**src/rtl/gpio_irq_pkg.sv**
```systemverilog
package gpio_irq_pkg;

  // Event decision for one pin given its edge selects and levels.
  function automatic logic edge_event(input logic rise_sel, input logic fall_sel,
                                      input logic rose, input logic fell,
                                      input logic lvl, input logic ref_lvl);
    if (!rise_sel && !fall_sel)
      return (rose || fell) && (lvl != ref_lvl);
    else
      return (rise_sel && rose) || (fall_sel && fell);
  endfunction

  // Self-clearing condition of the neither-select mode.
  function automatic logic back_to_ref(input logic rise_sel, input logic fall_sel,
                                       input logic lvl, input logic ref_lvl);
    return !rise_sel && !fall_sel && (lvl == ref_lvl);
  endfunction

endpackage

```
**src/rtl/gpio_irq_sync.sv**
```systemverilog
module gpio_irq_sync #(
  parameter int WIDTH  = 16,
  parameter int STAGES = 2
) (
  input  logic             clk,
  input  logic             rst_n,
  input  logic [WIDTH-1:0] d_i,
  output logic [WIDTH-1:0] q_o
);
  logic [WIDTH-1:0] stg_q [STAGES];

  for (genvar s = 0; s < STAGES; s++) begin : g_stage
    if (s == 0) begin : g_first
      always_ff @(posedge clk or negedge rst_n)
        if (!rst_n) stg_q[s] <= '0;
        else        stg_q[s] <= d_i;
    end else begin : g_next
      always_ff @(posedge clk or negedge rst_n)
        if (!rst_n) stg_q[s] <= '0;
        else        stg_q[s] <= stg_q[s-1];
    end
  end

  assign q_o = stg_q[STAGES-1];
endmodule

```
**src/rtl/gpio_irq_filter.sv**
```systemverilog
module gpio_irq_filter #(
  parameter int FILT_CYCLES = 32
) (
  input  logic clk,
  input  logic rst_n,
  input  logic raw_i,
  input  logic filt_en_i,
  output logic lvl_o
);
  localparam int CW = (FILT_CYCLES < 2) ? 1 : $clog2(FILT_CYCLES);
  localparam logic [CW-1:0] LIM = CW'(FILT_CYCLES - 1);

  logic          lvl_q;
  logic [CW-1:0] cnt_q;
  logic          differ_w;
  logic          accept_w;

  assign differ_w = raw_i != lvl_q;
  assign accept_w = filt_en_i && differ_w && (cnt_q == LIM);

  always_ff @(posedge clk or negedge rst_n) begin
    if (!rst_n) begin
      lvl_q <= 1'b0;
      cnt_q <= '0;
    end else if (!filt_en_i) begin
      lvl_q <= raw_i;
      cnt_q <= '0;
    end else if (!differ_w) begin
      cnt_q <= '0;
    end else if (accept_w) begin
      lvl_q <= raw_i;
      cnt_q <= '0;
    end else begin
      cnt_q <= cnt_q + 1'b1;
    end
  end

  assign lvl_o = lvl_q;

  AST_FILT_HOLDS: assert property (@(posedge clk) disable iff (!rst_n)
    (filt_en_i && !accept_w) |=> $stable(lvl_q));
  AST_FILT_BYPASS: assert property (@(posedge clk) disable iff (!rst_n)
    (!filt_en_i && !differ_w) |=> $stable(lvl_q));
endmodule

```
**src/rtl/gpio_irq_cell.sv**
```systemverilog
module gpio_irq_cell
  import gpio_irq_pkg::*;
(
  input  logic clk,
  input  logic rst_n,
  input  logic lvl_i,
  input  logic dir_in_i,
  input  logic irq_en_i,
  input  logic rise_sel_i,
  input  logic fall_sel_i,
  input  logic rd_i,
  output logic pend_o,
  output logic evt_o
);
  logic lvl_d_q, ref_q, pend_q;
  logic active_w, rose_w, fell_w, evt_w, clr_w;

  assign active_w = irq_en_i && dir_in_i;
  assign rose_w   = lvl_i && !lvl_d_q;
  assign fell_w   = !lvl_i && lvl_d_q;
  assign evt_w    = active_w &&
                    edge_event(rise_sel_i, fall_sel_i, rose_w, fell_w, lvl_i, ref_q);
  assign clr_w    = rd_i ||
                    (active_w && back_to_ref(rise_sel_i, fall_sel_i, lvl_i, ref_q));

  always_ff @(posedge clk or negedge rst_n) begin
    if (!rst_n) begin
      lvl_d_q <= 1'b0;
      ref_q   <= 1'b0;
      pend_q  <= 1'b0;
    end else begin
      lvl_d_q <= lvl_i;
      if (rd_i) ref_q <= lvl_i;
      if (evt_w)      pend_q <= 1'b1;
      else if (clr_w) pend_q <= 1'b0;
    end
  end

  assign pend_o = pend_q;
  assign evt_o  = evt_w;

  AST_INACTIVE_QUIET: assert property (@(posedge clk) disable iff (!rst_n)
    (!active_w && !pend_q) |=> !pend_q);
  AST_SET_NEEDS_EVENT: assert property (@(posedge clk) disable iff (!rst_n)
    (!pend_q && !evt_w) |=> !pend_q);
  AST_READ_CLEARS: assert property (@(posedge clk) disable iff (!rst_n)
    (rd_i && !evt_w) |=> !pend_q);
  AST_EVENT_WINS: assert property (@(posedge clk) disable iff (!rst_n)
    evt_w |=> pend_q);
  AST_AUTO_CLEAR: assert property (@(posedge clk) disable iff (!rst_n)
    (active_w && !rise_sel_i && !fall_sel_i && pend_q && (lvl_i == ref_q) && !evt_w)
      |=> !pend_q);
endmodule

```
**src/rtl/gpio_irq_ctrl.sv**
```systemverilog
module gpio_irq_ctrl #(
  parameter int NPINS       = 16,
  parameter int SYNC_STAGES = 2,
  parameter int FILT_CYCLES = 32
) (
  input  logic             clk,
  input  logic             rst_n,
  input  logic [NPINS-1:0] pin_i,
  input  logic [NPINS-1:0] dir_in_i,
  input  logic [NPINS-1:0] irq_en_i,
  input  logic [NPINS-1:0] rise_sel_i,
  input  logic [NPINS-1:0] fall_sel_i,
  input  logic [NPINS-1:0] filt_en_i,
  input  logic             rd_lo_i,
  input  logic             rd_hi_i,
  output logic [NPINS-1:0] status_o,
  output logic             irq_n_o
);
  localparam int HALF = NPINS / 2;

  logic [NPINS-1:0] sync_w;
  logic [NPINS-1:0] lvl_w;
  logic [NPINS-1:0] pend_w;
  logic [NPINS-1:0] evt_w;

  gpio_irq_sync #(.WIDTH(NPINS), .STAGES(SYNC_STAGES)) u_sync (
    .clk   (clk),
    .rst_n (rst_n),
    .d_i   (pin_i),
    .q_o   (sync_w)
  );

  for (genvar i = 0; i < NPINS; i++) begin : g_pin
    logic rd_w;
    assign rd_w = (i < HALF) ? rd_lo_i : rd_hi_i;

    gpio_irq_filter #(.FILT_CYCLES(FILT_CYCLES)) u_filt (
      .clk       (clk),
      .rst_n     (rst_n),
      .raw_i     (sync_w[i]),
      .filt_en_i (filt_en_i[i]),
      .lvl_o     (lvl_w[i])
    );

    gpio_irq_cell u_cell (
      .clk        (clk),
      .rst_n      (rst_n),
      .lvl_i      (lvl_w[i]),
      .dir_in_i   (dir_in_i[i]),
      .irq_en_i   (irq_en_i[i]),
      .rise_sel_i (rise_sel_i[i]),
      .fall_sel_i (fall_sel_i[i]),
      .rd_i       (rd_w),
      .pend_o     (pend_w[i]),
      .evt_o      (evt_w[i])
    );
  end

  assign status_o = pend_w;
  assign irq_n_o  = ~(|pend_w);

  AST_IRQ_QUIET: assert property (@(posedge clk) disable iff (!rst_n)
    (irq_n_o && !(|evt_w)) |=> irq_n_o);
  AST_IRQ_RAISE: assert property (@(posedge clk) disable iff (!rst_n)
    (|evt_w) |=> !irq_n_o);
endmodule

```
**config.mk**
```make
export PLATFORM = sky130hd
export DESIGN_NAME = gpio_irq_ctrl
export DESIGN_NICKNAME = d
export VERILOG_FILES = /design/src/rtl/gpio_irq_pkg.sv /design/src/rtl/gpio_irq_sync.sv /design/src/rtl/gpio_irq_filter.sv /design/src/rtl/gpio_irq_cell.sv /design/src/rtl/gpio_irq_ctrl.sv
export SDC_FILE = /design/constraint.sdc
export NUM_CORES = 1
export LEC_CHECK = 0
export BUFFER_PORTS_ARGS = -buffer_cell sky130_fd_sc_hd__clkbuf_2
export CAP_MARGIN = 0
export CORE_UTILIZATION = 47
export CTS_CLUSTER_SIZE = 16
export DETAILED_ROUTE_END_ITERATION = 8
export GPL_ROUTABILITY_DRIVEN = 0
export PLACE_DENSITY = 0.77
export SYNTH_ARGS = -nofsm -noshare
export SYNTH_HDL_FRONTEND = slang
export SYNTH_SLANG_ARGS = --single-unit
```
**constraint.sdc**
```tcl
create_clock -name clk -period 1.74 [get_ports clk]
set_input_delay 0.087 -clock clk [delete_from_list [all_inputs] [get_ports clk]]
set_output_delay 0.087 -clock clk [all_outputs]
set_load 0.005 [all_outputs]
```
Yosys cells after proc, flatten, opt, wreduce, memory -nomap -nowiden
Index checks and enable logic that the tools add are counted.
{"block": "word_totals", "word_cells": 676, "output_inout_bits": 17, "input_bits": 100, "regBits": 176}
{"block": "classes", "bitwise_logic": 1, "muxes": 144, "n_addsub": 16, "reduce_logical": 337, "eq_ne": 96}
{"operator": "$mux 5", "n": 48}
{"operator": "$logic_and 1x1->1", "n": 192}
{"operator": "$mux 1", "n": 96}
{"operator": "$add 5x1->5 const B", "n": 16}
{"operator": "$eq 5x5->1 const B", "n": 16}
{"operator": "$logic_not 1->1", "n": 64}
{"operator": "$ne 2x1->1 const B", "n": 32}
{"operator": "$logic_or 1x1->1", "n": 48}
{"operator": "$ne 1x1->1", "n": 32}
{"operator": "$reduce_and 2->1", "n": 16}
{"operator": "$reduce_bool 2->1", "n": 16}
{"operator": "$eq 1x1->1", "n": 16}
{"operator": "$reduce_or 16->1", "n": 1}
{"operator": "$not 1->1", "n": 1}

Longest topological paths before layout
{"block": "logic_depth", "word_depth": 7, "mapped_depth": 6, "mapped_depth_nobuf": 6}

Cells and area by module
From an unflattened synthesis, not the netlist that was laid out.
{"block": "hier_totals", "hier_cells": 677, "area_unflattened_um2": 8141.6}
{"module": "gpio_irq_filter", "area_each_um2": 261.5, "cells_per_inst": 22, "instances": 16}
{"module": "gpio_irq_cell", "area_each_um2": 187.7, "cells_per_inst": 17, "instances": 16}
{"module": "gpio_irq_sync", "area_each_um2": 920.9, "cells_per_inst": 48, "instances": 1}
{"module": "gpio_irq_ctrl", "area_each_um2": 33.8, "cells_per_inst": 5, "instances": 1}

Worst setup path before layout
Ideal clock, no wire load.
{"block": "synth_timing", "path_type": "register to register", "start": "reg g_pin[10].u_filt.cnt_q[0]", "end": "reg g_pin[10].u_filt.lvl_q", "setup_ns": 0.125, "period_less_slack_ns": 1.591, "slack_ns": 0.149, "n_path_buf": 0, "t_arrival_ns": 1.466, "path_stages_with_launch": 6, "cell_sequence": "dfrtp_1 -> ha_1 -> and3_1 -> ha_1 -> nor2b_1 -> mux2_2"}
{"block": "synth_between", "elab_chain_cells": 4}
{"item": "from (decl)", "line": "gpio_irq_filter.sv:14", "text": "logic [CW-1:0] cnt_q;"}
{"item": "from (signal assigned)", "line": "gpio_irq_filter.sv:34", "text": "cnt_q <= cnt_q + 1'b1;"}
{"item": "$eq 5x5->1", "line": "gpio_irq_filter.sv:19", "text": "assign accept_w = filt_en_i && differ_w && (cnt_q == LIM);"}
{"item": "$logic_and 1x1->1", "line": "gpio_irq_filter.sv:19"}
{"item": "$ne 2x1->1 (no line)"}
{"item": "$reduce_and 2->1 (no line)"}
{"item": "to (signal assigned)", "line": "gpio_irq_filter.sv:26", "text": "lvl_q <= raw_i;"}
{"item": "to (signal assigned)", "line": "gpio_irq_filter.sv:31", "text": "lvl_q <= raw_i;"}
{"item": "to (decl)", "line": "gpio_irq_filter.sv:13", "text": "logic lvl_q;"}
Every way passes these cells.
A chain may end at the register's enable or synchronous reset.

Worst setup path after layout
{"block": "layout_timing", "start": "reg g_pin[2].u_cell.pend_q", "end": "out irq_n_o"}
{"block": "layout_between", "elab_chain_cells": 2}
{"item": "from (decl)", "line": "gpio_irq_cell.sv:15", "text": "logic lvl_d_q, ref_q, pend_q;"}
{"item": "from (signal assigned)", "line": "gpio_irq_cell.sv:30", "text": "pend_q <= 1'b0;"}
{"item": "from (signal assigned)", "line": "gpio_irq_cell.sv:34", "text": "if (evt_w) pend_q <= 1'b1;"}
{"item": "from (signal assigned)", "line": "gpio_irq_cell.sv:35", "text": "else if (clr_w) pend_q <= 1'b0;"}
{"item": "$reduce_or 16->1", "line": "gpio_irq_ctrl.sv:60", "text": "assign irq_n_o = ~(|pend_w);"}
{"item": "$not 1->1", "line": "gpio_irq_ctrl.sv:60"}
{"item": "to (decl)", "line": "gpio_irq_ctrl.sv:17", "text": "output logic irq_n_o"}
Every way passes these cells.

==> metrics.yaml <==
outcome:
  outcome: "finished, final reports clean"
synth:
  synth_area_leaders: "dfrtp_1 (55%), ha_1 (10%), xor2_1 (5.2%), nor2_1 (3.4%), mux2_2 (3.4%)"
  ys_warn_count: 0
  syn_area_um2: 8050
  synthArstFlopShare: 1.00
  synth.net_count: 851
  synthCells: 687
  ys_seq_elements: 176
  synth-main-ff-cell: "dfrtp_1"
  synth_edf_count: 0
  synth_top_area_frac: 0.547
  postSynthAreaPerCell_um2: 11.7
  synth.distinct_cells: 30
  synth-seq-area-share: 0.547
  yosys.area.top_type: "dfrtp_1"
sta:
  finalSetupTns_ps: 0
  hold_violations: 0
  fin_crit_ps: 1680
  fin_skew_ps: 7.84
  layout_setup_ws_ps: 55.0
  min_period_over_period: 0.968
  slew_headroom: 0.684
  slew_viol_final: 0
  timing.hold.ws_ps: 20.8
  fmax_mhz: 593
  worstMarginPinSlew_ps: 474
  setup_violations: 0
  rsz0062_at_grt: "true"
routing:
  vias: 5345
  ant_nets: 0
  drt-initial-drc-count: 170
  drtPass1Iterations: 6
  post-route-drc-count: 0
  routed_via_density: 4.92
  wl_per_cell_um: 13.2
  drt_wl_total_um: 14400
pwr:
  p_per_area_nw_per_um2: 966
  leakage_nw: 5.05
  total_power_mw: 9.57
  peakVddDrop_mv: 0.671
clock_tree:
  cts_tree: "built"
  cts-buffers-inserted: 17
  htreeDepth: 4
  cts_sinks: 176
  clockBufferDepth: 2
  path_clk_slew_ps: 70
  insertion_delay_ps: 420
  cts-root-buf: "clkbuf_16"
cells_and_area:
  drive_gt1_frac: 0.243
  diodes: 0
  finish.utilization: 0.595
  nNetsFinal: 1018
  area_growth_pct: 23.1
setup_path:
  slowest_stage: "dfrtp_1"
  cp-end-kind: "output port"
  r2r_cells: 5
  path_cells: "nor4_2 > buf_4 > and4_1 > clkbuf_2"
  startpoint_type: "flop"
  rr_startpoint: "g_pin[10].u_filt.cnt_q[0]"
  worstPathRequired_ps: 1650
  critPathArrivalTime_ps: 1600
  crit_type: "reg -> out"
  rrSetupSlack_ps: 110
  cp-startpoint: "g_pin[2].u_cell.pend_o"
  path_delay_family: "simple AND/OR/NAND/NOR gates"
  cp.buffers_inverters: 2
  crit_fanout: 2
  cpPeakStageDelay_ps: 430
  rr_endpoint: "g_pin[10].u_filt.lvl_o"
die:
  initial_core_util: 0.484
  die_h_um: 133
  io_pins: 117
  design.core.area_um2: 16600
  num_rows: 47
  die-area_um2: 17700
  die_x_um: 133
global_route:
  antenna_found_initial: 0
  grt_pass1_vias: 5342
  grt_max_degree: 50
  track_usage: 0.173
  grt_pass1_wl_um: 24300
  overflow: 0
min_path:
  hold_depth: 4
  hp-start: "dir_in_i[13]"
  hold_end: "g_pin[13].u_cell.pend_o"
  hold_path.class: "in -> reg"
job:
  max_cap_violations: 0
placement:
  portBuffers: 116
  dp_hpwl_um: 9910
  place_ws_ps: 64.6
-- through the flow --
step / cell area (um2) / std cells
floorplan: 8050 / 687
CTS: 9890 / 1087
finish: 9900 / 1087
global route: 9900 / 1087
detailed placement: 8860 / 1013
global placement: 8860 / 1013
-- sequential cells by signal, indices dropped and copies added, names as in the netlist --
| signal | cells |
|---|---|
| u_sync.stg_q | 16 |
| g_pin.u_filt.lvl_o | 16 |
| g_pin.u_filt.cnt_q | 80 |
| g_pin.u_cell.pend_o | 16 |
| u_sync.q_o | 16 |
| g_pin.u_cell.lvl_d_q | 16 |
| g_pin.u_cell.ref_q | 16 |
-- Yosys cell counts (3+ instances only) --
| cell | instances |
|---|---|
| dfrtp_1 | 176 |
| nor2_1 | 73 |
| ha_1 | 64 |
| xor2_1 | 48 |
| inv_1 | 44 |
| nand2_1 | 43 |
| and3_1 | 36 |
| mux2_2 | 24 |
| nand2b_1 | 19 |
| nand3_1 | 19 |
| buf_4 | 18 |
| nor4_1 | 17 |
| a22oi_1 | 16 |
| xnor2_1 | 16 |
| a21o_1 | 13 |
| a221oi_2 | 13 |
| a21oi_1 | 10 |
| nor2b_1 | 8 |
| o21ai_0 | 8 |
| a21oi_2 | 3 |
| nor3b_1 | 3 |
| o21ai_1 | 3 |
| o311a_1 | 3 |
| or2_1 | 3 |
-- tightest hold or removal path, delay by kind of cell --
| kind | cells | cell delay [ps] |
|---|---|---|
| compound gates | 2 | 150 |
| buf+inv | 1 | 80 |
| simple gates | 1 | 80 |
-- power by group --
part	internal, mW	switching, mW	total (mW)
clock	2.22	1.70	3.92
combinational	0.540	0.529	1.07
sequential	4.35	0.231	4.58
-- kinds of logic (layout without fill, tap and decap cells) --
group	Yosys count	after routing	share of synthesized area
simple gates	224	224	0.136
flops	176	176	0.547
compound gates	69	69	0.0714
buf+inv	66	246	0.0428
fa+ha+maj	64	64	0.0995
xor+xnor	64	64	0.0697
mux	24	24	0.0336
-- repair_timing --
item / 4_1_cts / 5_1_grt
setup buffers: 2 / 0
endpoints found under the setup margin: 1 / 5
resized for setup: 1 / 6
pin swaps: 0 / 0
endpoints found under the hold margin: 127 / 0
gates cloned: 0 / 0
hold buffers: 40 / 0
-- layout by cell type, fill, tap and decap left out, types with 24 or more instances in the layout --
master         Yosys  final
and3_1            36     36
clkbuf_2           0    115
dfrtp_1          176    176
dlygate4sd3_1      0     40
ha_1              64     63
inv_1             44     44
mux2_2            24     24
nand2_1           43     43
nor2_1            73     73
xor2_1            48     48
-- metal layers --
layer / GRT usage / part of all wire / vias to the layer above
met5: 0 / 0 / -
met4: 0.0811 / 0.026 / 0
met3: 0.0372 / 0.032 / 34
met2: 0.286 / 0.48 / 94
met1: 0.218 / 0.46 / 2559
li1: - / - / 2658
-- final cells by class --
cell class,count,area [um2]
clock buffer,18,439
clock inverter,14,169
fill,1349,6740
inverter,46,178
multi-input combinational,445,3320
sequential,176,4400
tap,220,275
timing repair buffer,168,1110
-- how the worst max path moves through the flow --
stage	endpoint	depth (start not counted)
finish	irq_n_o	4
global route	irq_n_o	4
CTS	irq_n_o	4
detailed placement	g_pin[9].u_filt.lvl_o	5
global placement	g_pin[10].u_filt.lvl_o	5
floorplan	g_pin[10].u_filt.lvl_o	5
Power figures use the tool's default switching activity.
